===== src/rtl/dac_route_pkg.sv =====
// Package: shared types and helpers for the DAC routing controller.
// Assumes the two's complement sample format and the 2-bit source codes
// used by every routing lane.
package dac_route_pkg;

    // Source selection code for one output lane.
    typedef enum logic [1:0] {
        SRC_MUTE  = 2'b00,
        SRC_LEFT  = 2'b01,
        SRC_RIGHT = 2'b10,
        SRC_MEAN  = 2'b11
    } src_sel_e;

    // Decoded control word fields.
    typedef struct packed {
        logic [3:0] route;
        logic       share;
        logic       pdown;
    } ctrl_fields_t;

    // Bit positions inside the written control word.
    localparam int PDOWN_BIT  = 2;
    localparam int SHARE_BIT  = 3;
    localparam int ROUTE_LSB  = 5;
    localparam int ROUTE_W    = 4;

    // Reset value of the routing field: left->left, right->right.
    localparam logic [3:0] ROUTE_RESET = 4'b1001;

endpackage


===== src/rtl/dac_ctrl_regs.sv =====
// Module: dac_ctrl_regs
// Holds the control word (power-down, attenuation share, routing field).
// Assumes a single write port; only the matching address updates the word.
// Reset is synchronous and active-low and loads the default fields.
module dac_ctrl_regs
    import dac_route_pkg::*;
#(
    parameter int                 ADDR_W    = 7,
    parameter int                 DATA_W    = 9,
    parameter logic [ADDR_W-1:0]  WORD_ADDR = 7'b0000010
) (
    input  logic              clk,
    input  logic              rst_n,
    input  logic              wr,
    input  logic [ADDR_W-1:0] addr,
    input  logic [DATA_W-1:0] data,
    output ctrl_fields_t      fields
);

    localparam int ROUTE_MSB = ROUTE_LSB + ROUTE_W - 1;

    logic hit;

    // Address match for the single control word.
    always_comb begin
        hit = wr && (addr == WORD_ADDR);
    end

    // Control word storage, loaded on matching writes.
    always_ff @(posedge clk) begin
        if (!rst_n) begin
            fields.route <= ROUTE_RESET;
            fields.share <= 1'b0;
            fields.pdown <= 1'b0;
        end else if (hit) begin
            fields.route <= data[ROUTE_MSB:ROUTE_LSB];
            fields.share <= data[SHARE_BIT];
            fields.pdown <= data[PDOWN_BIT];
        end
    end

endmodule


===== src/rtl/dac_wake_seq.sv =====
// Module: dac_wake_seq
// Counts discarded input strobes after power-down is released.
// Assumes the counter is reloaded every cycle power-down is high, so a
// reassertion part-way through restarts the full count.
module dac_wake_seq #(
    parameter int SKIP = 16
) (
    input  logic clk,
    input  logic rst_n,
    input  logic pdown,
    input  logic in_valid,
    output logic busy
);

    localparam int CNT_W = $clog2(SKIP + 1);

    logic [CNT_W-1:0] remain;

    // Reload while powered down, count down one per strobe afterwards.
    always_ff @(posedge clk) begin
        if (!rst_n) begin
            remain <= '0;
        end else if (pdown) begin
            remain <= CNT_W'(SKIP);
        end else if (in_valid && (remain != '0)) begin
            remain <= remain - 1'b1;
        end
    end

    // Samples are discarded while powered down or while count remains.
    always_comb begin
        busy = pdown || (remain != '0);
    end

endmodule


===== src/rtl/dac_route_lane.sv =====
// Module: dac_route_lane
// Combinational source selector for one output lane: mute, left, right
// or floor((L+R)/2). Assumes two's complement samples; the sum carries
// one guard bit, so the mean cannot overflow.
module dac_route_lane
    import dac_route_pkg::*;
#(
    parameter int DW = 24
) (
    input  src_sel_e              sel,
    input  logic signed [DW-1:0]  l,
    input  logic signed [DW-1:0]  r,
    output logic signed [DW-1:0]  y
);

    logic signed [DW:0] sum;

    // Widened sum; dropping its LSB is an arithmetic shift right by one.
    always_comb begin
        sum = {l[DW-1], l} + {r[DW-1], r};
    end

    // Source multiplexer.
    always_comb begin
        unique case (sel)
            SRC_MUTE:  y = '0;
            SRC_LEFT:  y = l;
            SRC_RIGHT: y = r;
            SRC_MEAN:  y = sum[DW:1];
            default:   y = '0;
        endcase
    end

endmodule


===== src/rtl/dac_route_ctrl.sv =====
// Module: dac_route_ctrl (top)
// Routes stereo samples to two DAC lanes under a control word, handles
// power-down with mid-scale (0) outputs and a post-wake discard run, and
// registers the attenuation-share flag on each input strobe.
// Assumes one sample pair per in_valid cycle; outputs update one clock later.
module dac_route_ctrl
    import dac_route_pkg::*;
#(
    parameter int                 DW        = 24,
    parameter int                 ADDR_W    = 7,
    parameter int                 CTRL_W    = 9,
    parameter logic [ADDR_W-1:0]  WORD_ADDR = 7'b0000010,
    parameter int                 SKIP      = 16
) (
    input  logic                 clk,
    input  logic                 rst_n,
    input  logic                 ctrl_wr,
    input  logic [ADDR_W-1:0]    ctrl_addr,
    input  logic [CTRL_W-1:0]    ctrl_data,
    input  logic                 in_valid,
    input  logic signed [DW-1:0] in_left,
    input  logic signed [DW-1:0] in_right,
    output logic                 out_valid,
    output logic signed [DW-1:0] out_left,
    output logic signed [DW-1:0] out_right,
    output logic                 att_share
);

    localparam int LANES = 2;

    ctrl_fields_t          fields;
    logic                  wake_busy;
    logic signed [DW-1:0]  lane_y [LANES];
    logic signed [DW-1:0]  lane_q [LANES];
    logic                  valid_q;
    logic                  share_q;

    dac_ctrl_regs #(
        .ADDR_W    (ADDR_W),
        .DATA_W    (CTRL_W),
        .WORD_ADDR (WORD_ADDR)
    ) regs_i (
        .clk    (clk),
        .rst_n  (rst_n),
        .wr     (ctrl_wr),
        .addr   (ctrl_addr),
        .data   (ctrl_data),
        .fields (fields)
    );

    dac_wake_seq #(
        .SKIP (SKIP)
    ) wake_i (
        .clk      (clk),
        .rst_n    (rst_n),
        .pdown    (fields.pdown),
        .in_valid (in_valid),
        .busy     (wake_busy)
    );

    // One selector and one output register per lane.
    for (genvar g = 0; g < LANES; g++) begin : g_lane
        dac_route_lane #(
            .DW (DW)
        ) lane_i (
            .sel (src_sel_e'(fields.route[2*g +: 2])),
            .l   (in_left),
            .r   (in_right),
            .y   (lane_y[g])
        );

        // Capture the routed sample on a strobe; clear history when down.
        always_ff @(posedge clk) begin
            if (!rst_n || fields.pdown) begin
                lane_q[g] <= '0;
            end else if (in_valid) begin
                lane_q[g] <= wake_busy ? '0 : lane_y[g];
            end
        end
    end

    // Output strobe trails the input strobe by one clock.
    always_ff @(posedge clk) begin
        if (!rst_n) begin
            valid_q <= 1'b0;
        end else begin
            valid_q <= in_valid;
        end
    end

    // Attenuation-share flag follows the register only on a strobe.
    always_ff @(posedge clk) begin
        if (!rst_n) begin
            share_q <= 1'b0;
        end else if (in_valid) begin
            share_q <= fields.share;
        end
    end

    // Drive ports; power-down forces mid-scale at once.
    always_comb begin
        out_valid = valid_q;
        att_share = share_q;
        out_left  = fields.pdown ? '0 : lane_q[0];
        out_right = fields.pdown ? '0 : lane_q[1];
    end

endmodule


===== config.mk =====
export PLATFORM = sky130hd
export DESIGN_NAME = dac_route_ctrl
export DESIGN_NICKNAME = d
export VERILOG_FILES = /design/src/rtl/dac_route_pkg.sv /design/src/rtl/dac_ctrl_regs.sv /design/src/rtl/dac_wake_seq.sv /design/src/rtl/dac_route_lane.sv /design/src/rtl/dac_route_ctrl.sv
export SDC_FILE = /design/constraint.sdc
export NUM_CORES = 1
export LEC_CHECK = 0
export BUFFER_PORTS_ARGS = -buffer_cell sky130_fd_sc_hd__clkbuf_2
export CAP_MARGIN = 20
export CORE_MARGIN = 2
export CORE_UTILIZATION = 30
export DETAILED_ROUTE_END_ITERATION = 12
export MAX_ROUTING_LAYER = met4
export SLEW_MARGIN = 40
export SYNTH_ARGS = -nofsm -noshare
export SYNTH_HDL_FRONTEND = slang
export SYNTH_HIERARCHICAL = 1
export SYNTH_SLANG_ARGS = --single-unit

===== constraint.sdc =====
create_clock -name clk -period 4.4 [get_ports clk]
set_input_delay 0.44 -clock clk [delete_from_list [all_inputs] [get_ports clk]]
set_output_delay 0.44 -clock clk [all_outputs]
set_load 0.005 [all_outputs]

# Word level (Yosys, flattened, before mapping)
# Memories as Yosys holds them, arrays and structs flattened.
# Index checks and enable logic that the tools add are counted.
op_classes:
  eq_ne: 7
  muxes: 15
  reduce_logical: 10
  add_sub_neg: 2
  n_bitwise: 3
op_table:
  columns: ["cell", "count"]
  rows:
  - ["$pmux W24 S4", 2]
  - ["$mux W24", 6]
  - ["$add A24 B24 Y25", 1]
  - ["$mux W5", 2]
  - ["$eq A2 B2 Y1 const B", 4]
  - ["$eq A7 B2 Y1 const B", 1]
  - ["$mux W1", 5]
  - ["$reduce_bool A5 Y1", 1]
  - ["$sub A5 B1 Y5 const B", 1]
  - ["$eq A2 B1 Y1 const B", 2]
  - ["$logic_not A2 Y1", 2]
  - ["$logic_and A1 B1 Y1", 2]
  - ["$logic_or A1 B1 Y1", 2]
  - ["$or A1 B1 Y1", 2]
  - ["$reduce_bool A2 Y1", 1]
  - ["$reduce_or A2 Y1", 1]
  - ["$logic_not A1 Y1", 1]
  - ["$not A1 Y1", 1]
word_totals:
  input_bits: 68
  out_inout_bits: 50
  mem_count: 1
  register_bits: 13
  wordCells: 45
  ramBits: 48
memory_table:
  columns: ["name", "depth", "word_bits", "read_ports", "rd_ports_with_merged_regs", "wr", "line", "source"]
  rows:
  - ["lane_q", 2, 24, 2, 0, 2, "dac_route_ctrl.sv:34", "logic signed [DW-1:0] lane_q [LANES];"]

# Longest topological paths before layout
depth:
  depth_word: 5
  mapped_depth: 10
  ltp_nobuf: 10

# Hierarchy
# The synthesis kept the hierarchy.
modules_own_cells:
  columns: ["mod", "area_per_inst_um2", "instances", "cells_each", "seq_area_each_um2"]
  rows:
  - ["dac_route_ctrl", 2192.1, 1, 162, 1481.4]
  - ["dac_route_lane at g_lane[1].lane_i", 1691.6, 1, 245, 0.0]
  - ["dac_route_lane at g_lane[0].lane_i", 1611.5, 1, 230, 0.0]
  - ["dac_ctrl_regs", 272.8, 1, 29, 120.1]
  - ["dac_wake_seq", 254.0, 1, 31, 100.1]

# Worst setup path before layout
# OpenSTA, ideal clock, no wires.
synth_timing:
  path_kind: "input to register"
  from: "input port in_right[0]"
  to: "memory lane_q[0][11], data pin"
  cell_stages: 10
  t_arrival_ns: 2.437
  slack_ns: 1.708
  required_ns: 4.145
  setup_time_ns: 0.255
  n_path_buf: 0
  path_cell_list: "and2_1 > fa_1 > a21o_1 > a221oi_2 > o21ai_2 > a41oi_2 > xnor2_1 > mux2_2 > a22o_1 > and2_1"
synth_lines:
  columns: ["item", "line", "source"]
  rows:
  - ["start: declaration", "dac_route_ctrl.sv:22", "input logic signed [DW-1:0] in_right,"]
  - ["end: declaration", "dac_route_ctrl.sv:34", null]

==> qor.txt <==
Crit-path slowest cell: fa_1
Initial antenna violation count: 0
CP required: 4.48 ns
WL/cell: 15.39 um
CTS Root Cell: clkbuf_16
Die width: 145.7 um
Max-slew headroom: 53.82%
Final Hold Slack: 0.3466 ns
Leakage: 3.065 nW
Input/output buffers: 114
Grt total ovfl: 0
Hold Buf Count CTS: 0
Setup crit end kind: flip-flop
CP Data Arrival Time: 2.85 ns
Min cycle time layout: 2.761 ns
Layout Skew: 0.007450 ns
Cell taking the most area after synthesis: edfxtp_1
Tot Pwr: 2.202 mW
Vias per cell: 5.008
Util after Layout: 36.22%
Yosys top cell area share: 23.94%
#FFs+latches synth: 61
Drc violations: 0
Area growth, synth to finish: 17.83%
Count of different cell masters after synthesis: 70
FILL cells: 2040
Post-route clock period utilization: 62.74%
Sequential power share: 33.9%
Largest net degree at the start of global routing: 49
Ranking of synthesized cells by area: edfxtp_1 (24%), ha_1 (9.8%), nor2b_1 (6.6%)
Slew @ Worst Pin: 0.6917 ns
Post-CTS setup buffers: 0
Outcome: finished clean
RSZ-0062 raised after global routing: no
Asr flop ratio synth: 0%
Final GP Congestion: 0.9339
Clock power share: 30.9%
Fmax: 362.2 MHz
CTS sink count: 61
Final setup violation count: 0
Multi-input gate area: 4108 um2
ANT nets after route: 0
Buf/Inv on CP: 1
Number of synthesized flops with an enable pin: 48
Setup ws final: 1.639 ns
Combinational group share of total power: 35.1%
Mapped Nets: 814
Global-route wire length before repair: 25650 um
Syn Std Cell Area: 6022 um2
Setup TNS: 0 ns
R2R Setup Slk: 2.39 ns
Synthesis Warnings: 6
Maximum clock path buffer count: 2
Final Slew Violations: 0
DRT Pass-1 Iters: 5
Die Height: 145.7 um
TritonCTS clock tree: yes
DRT Wirelength: 16330 um
Most used DFF post-synth: edfxtp_1
Fin. Hold Viols: 0
GRT Util Overall: 15.23%
CP peak stage delay: 0.39 ns
CP Cell Sequence: clkbuf_2 -> and2_1 -> fa_1 -> a21o_1 -> a221oi_2 -> a21oi_1 -> a32o_1 -> a21oi_1 -> xor2_1 -> o21ai_0 -> and2_1
Worst setup path category: in2reg
Worst Path Max Fanout: 6
Vias: 5314
CORE AREA: 19590 um2
Diodes inserted: 0
Post-synthesis sequential area ratio: 28.26%
Vias in the first global route: 4888
Sequential cell area: 1703 um2
Nets: 908
Max-Cap Viols: 0
Critical path's top delay family: compound AO/OA/AOI/OAI gates
Clock latency on the worst-skew pair: 0.33 ns
Initial core utilization: 30.74%
Power Internal: 1.516 mW
Startpoint types: input pin
Htree depth: 3
Initial DRC count: 373
Share of cells above drive strength 1: 20.85%
Psw: 685.7 uW
Reg clk slew, reported paths: 0.05 ns
Hpwl dp: 13120 um
Worst Hold Class: in2reg
Avg Cell Area, Syn: 8.640 um2
DP Worst Slack: 1.301 ns
CTS buffer count: 9
Peak VDD IR: 0.1553 mV
I/O pins: 118
Post-synthesis cell count: 697
Die area: 21220 um2
Net Sw Frac: 31.14%
PwrDens: 310.4 nW/um2
Post-CTS resize count: 0
Num rows: 51
## final cells by class
cell class | count | share of cell area (%)
clock buffer | 10 | 3.227
clock inverter | 6 | 0.8993
inverter | 14 | 0.7406
multi-input combinational | 586 | 57.89
sequential | 61 | 24.00
tap | 265 | 4.673
timing repair buffer | 119 | 8.570
## logic make-up (layout without fill, tap and decap cells)
logic type,count (synthesis),after routing,synth area share (%)
simple gates,248,248,23.40
compound gates,232,232,25.31
flops,61,61,28.26
buf+inv,50,149,3.740
fa+ha+maj,49,49,10.43
xor+xnor,39,39,5.672
mux,18,18,3.200
## layout by cell type (no fill, tap or decap), types with 5 or more instances in the layout
cell and n:
o21a_1 7, and2_1 56, a22o_1 13, o21ai_1 10, buf_4 5, nand4_1 7, a31oi_1 12, o21bai_1 6
clkbuf_16 9, edfxtp_1 48, nand2_1 49, a21o_1 14, inv_1 14, mux2_2 10, mux2i_1 8, a21oi_1 58
xor2_1 16, ha_1 47, clkbuf_2 114, dfxtp_1 12, o21ai_0 43, nor2_1 17, nor2b_1 62, nand3_1 13
and3_1 5, a22oi_1 30, xnor2_1 23, nand2b_1 7
## worst paths after layout
| kind | from | to | cells after the start |
|---|---|---|---|
| max | in_right[0] | lane_q[0][21] | 11 |
| min | ctrl_data[3] | regs_i/fields[1] | 3 |
| max reg2reg | regs_i/fields[5] | lane_q[1][23] | 8 |
| min reg2reg | regs_i/fields[1] | regs_i/fields[1] | 2 |
## cells in the mapped netlist (all sizes together) (3+ instances only)
cell type,instances
xnor2,23
nand2,50
xor2,16
edfxtp,48
a22o,13
o211ai,4
or3,3
o21ai,55
o21bai,6
nand3,13
a31oi,12
and3,7
a41oi,3
o221ai,3
o22ai,3
dfxtp,13
a22oi,30
o21a,7
nand2b,7
a21o,16
mux2i,8
nor2,21
clkbuf,27
and2,57
nor2b,64
buf,9
mux2,10
ha,47
nand4,7
inv,14
a21oi,58
nor3,5
o31ai,3
a211oi,5
## per-layer routing
metal	global-route usage (%)	part of all wire (%)	vias up
met3	3.417	5.0	18
met5	-	0	-
met4	4.706	1.8	0
met1	20.92	50	2395
li1	-	-	2769
met2	22.24	43	132
## worst min-delay path, stage by stage
cell	delay [ns]
clkbuf_2	0.08
nand2_1	0.05
mux2i_1	0.05
## power groups by stage
stage,clock network [mW],logic (mW),registers [mW]
after global placement,0,0.765,0.759
after CTS,0.694,0.777,0.748
after floorplan,0,0.561,0.750
final,0.681,0.774,0.747
after global routing,0.716,0.867,0.756
after detailed placement,0,0.773,0.758
## stage by stage
step / area (um2) / instances
finish: 7096 / 1061
global route: 7096 / 1061
CTS: 7094 / 1061
detailed placement: 6802 / 1045
global placement: 6792 / 1045
floorplan: 6022 / 697
## registers in the layout, summed over array words and instances, names as in the netlist
name and count:
att_share 1, lane_q 48, out_valid 1, regs_i/fields 6, wake_i/remain 5
Note: power is estimated with default switching activity, not from simulation.
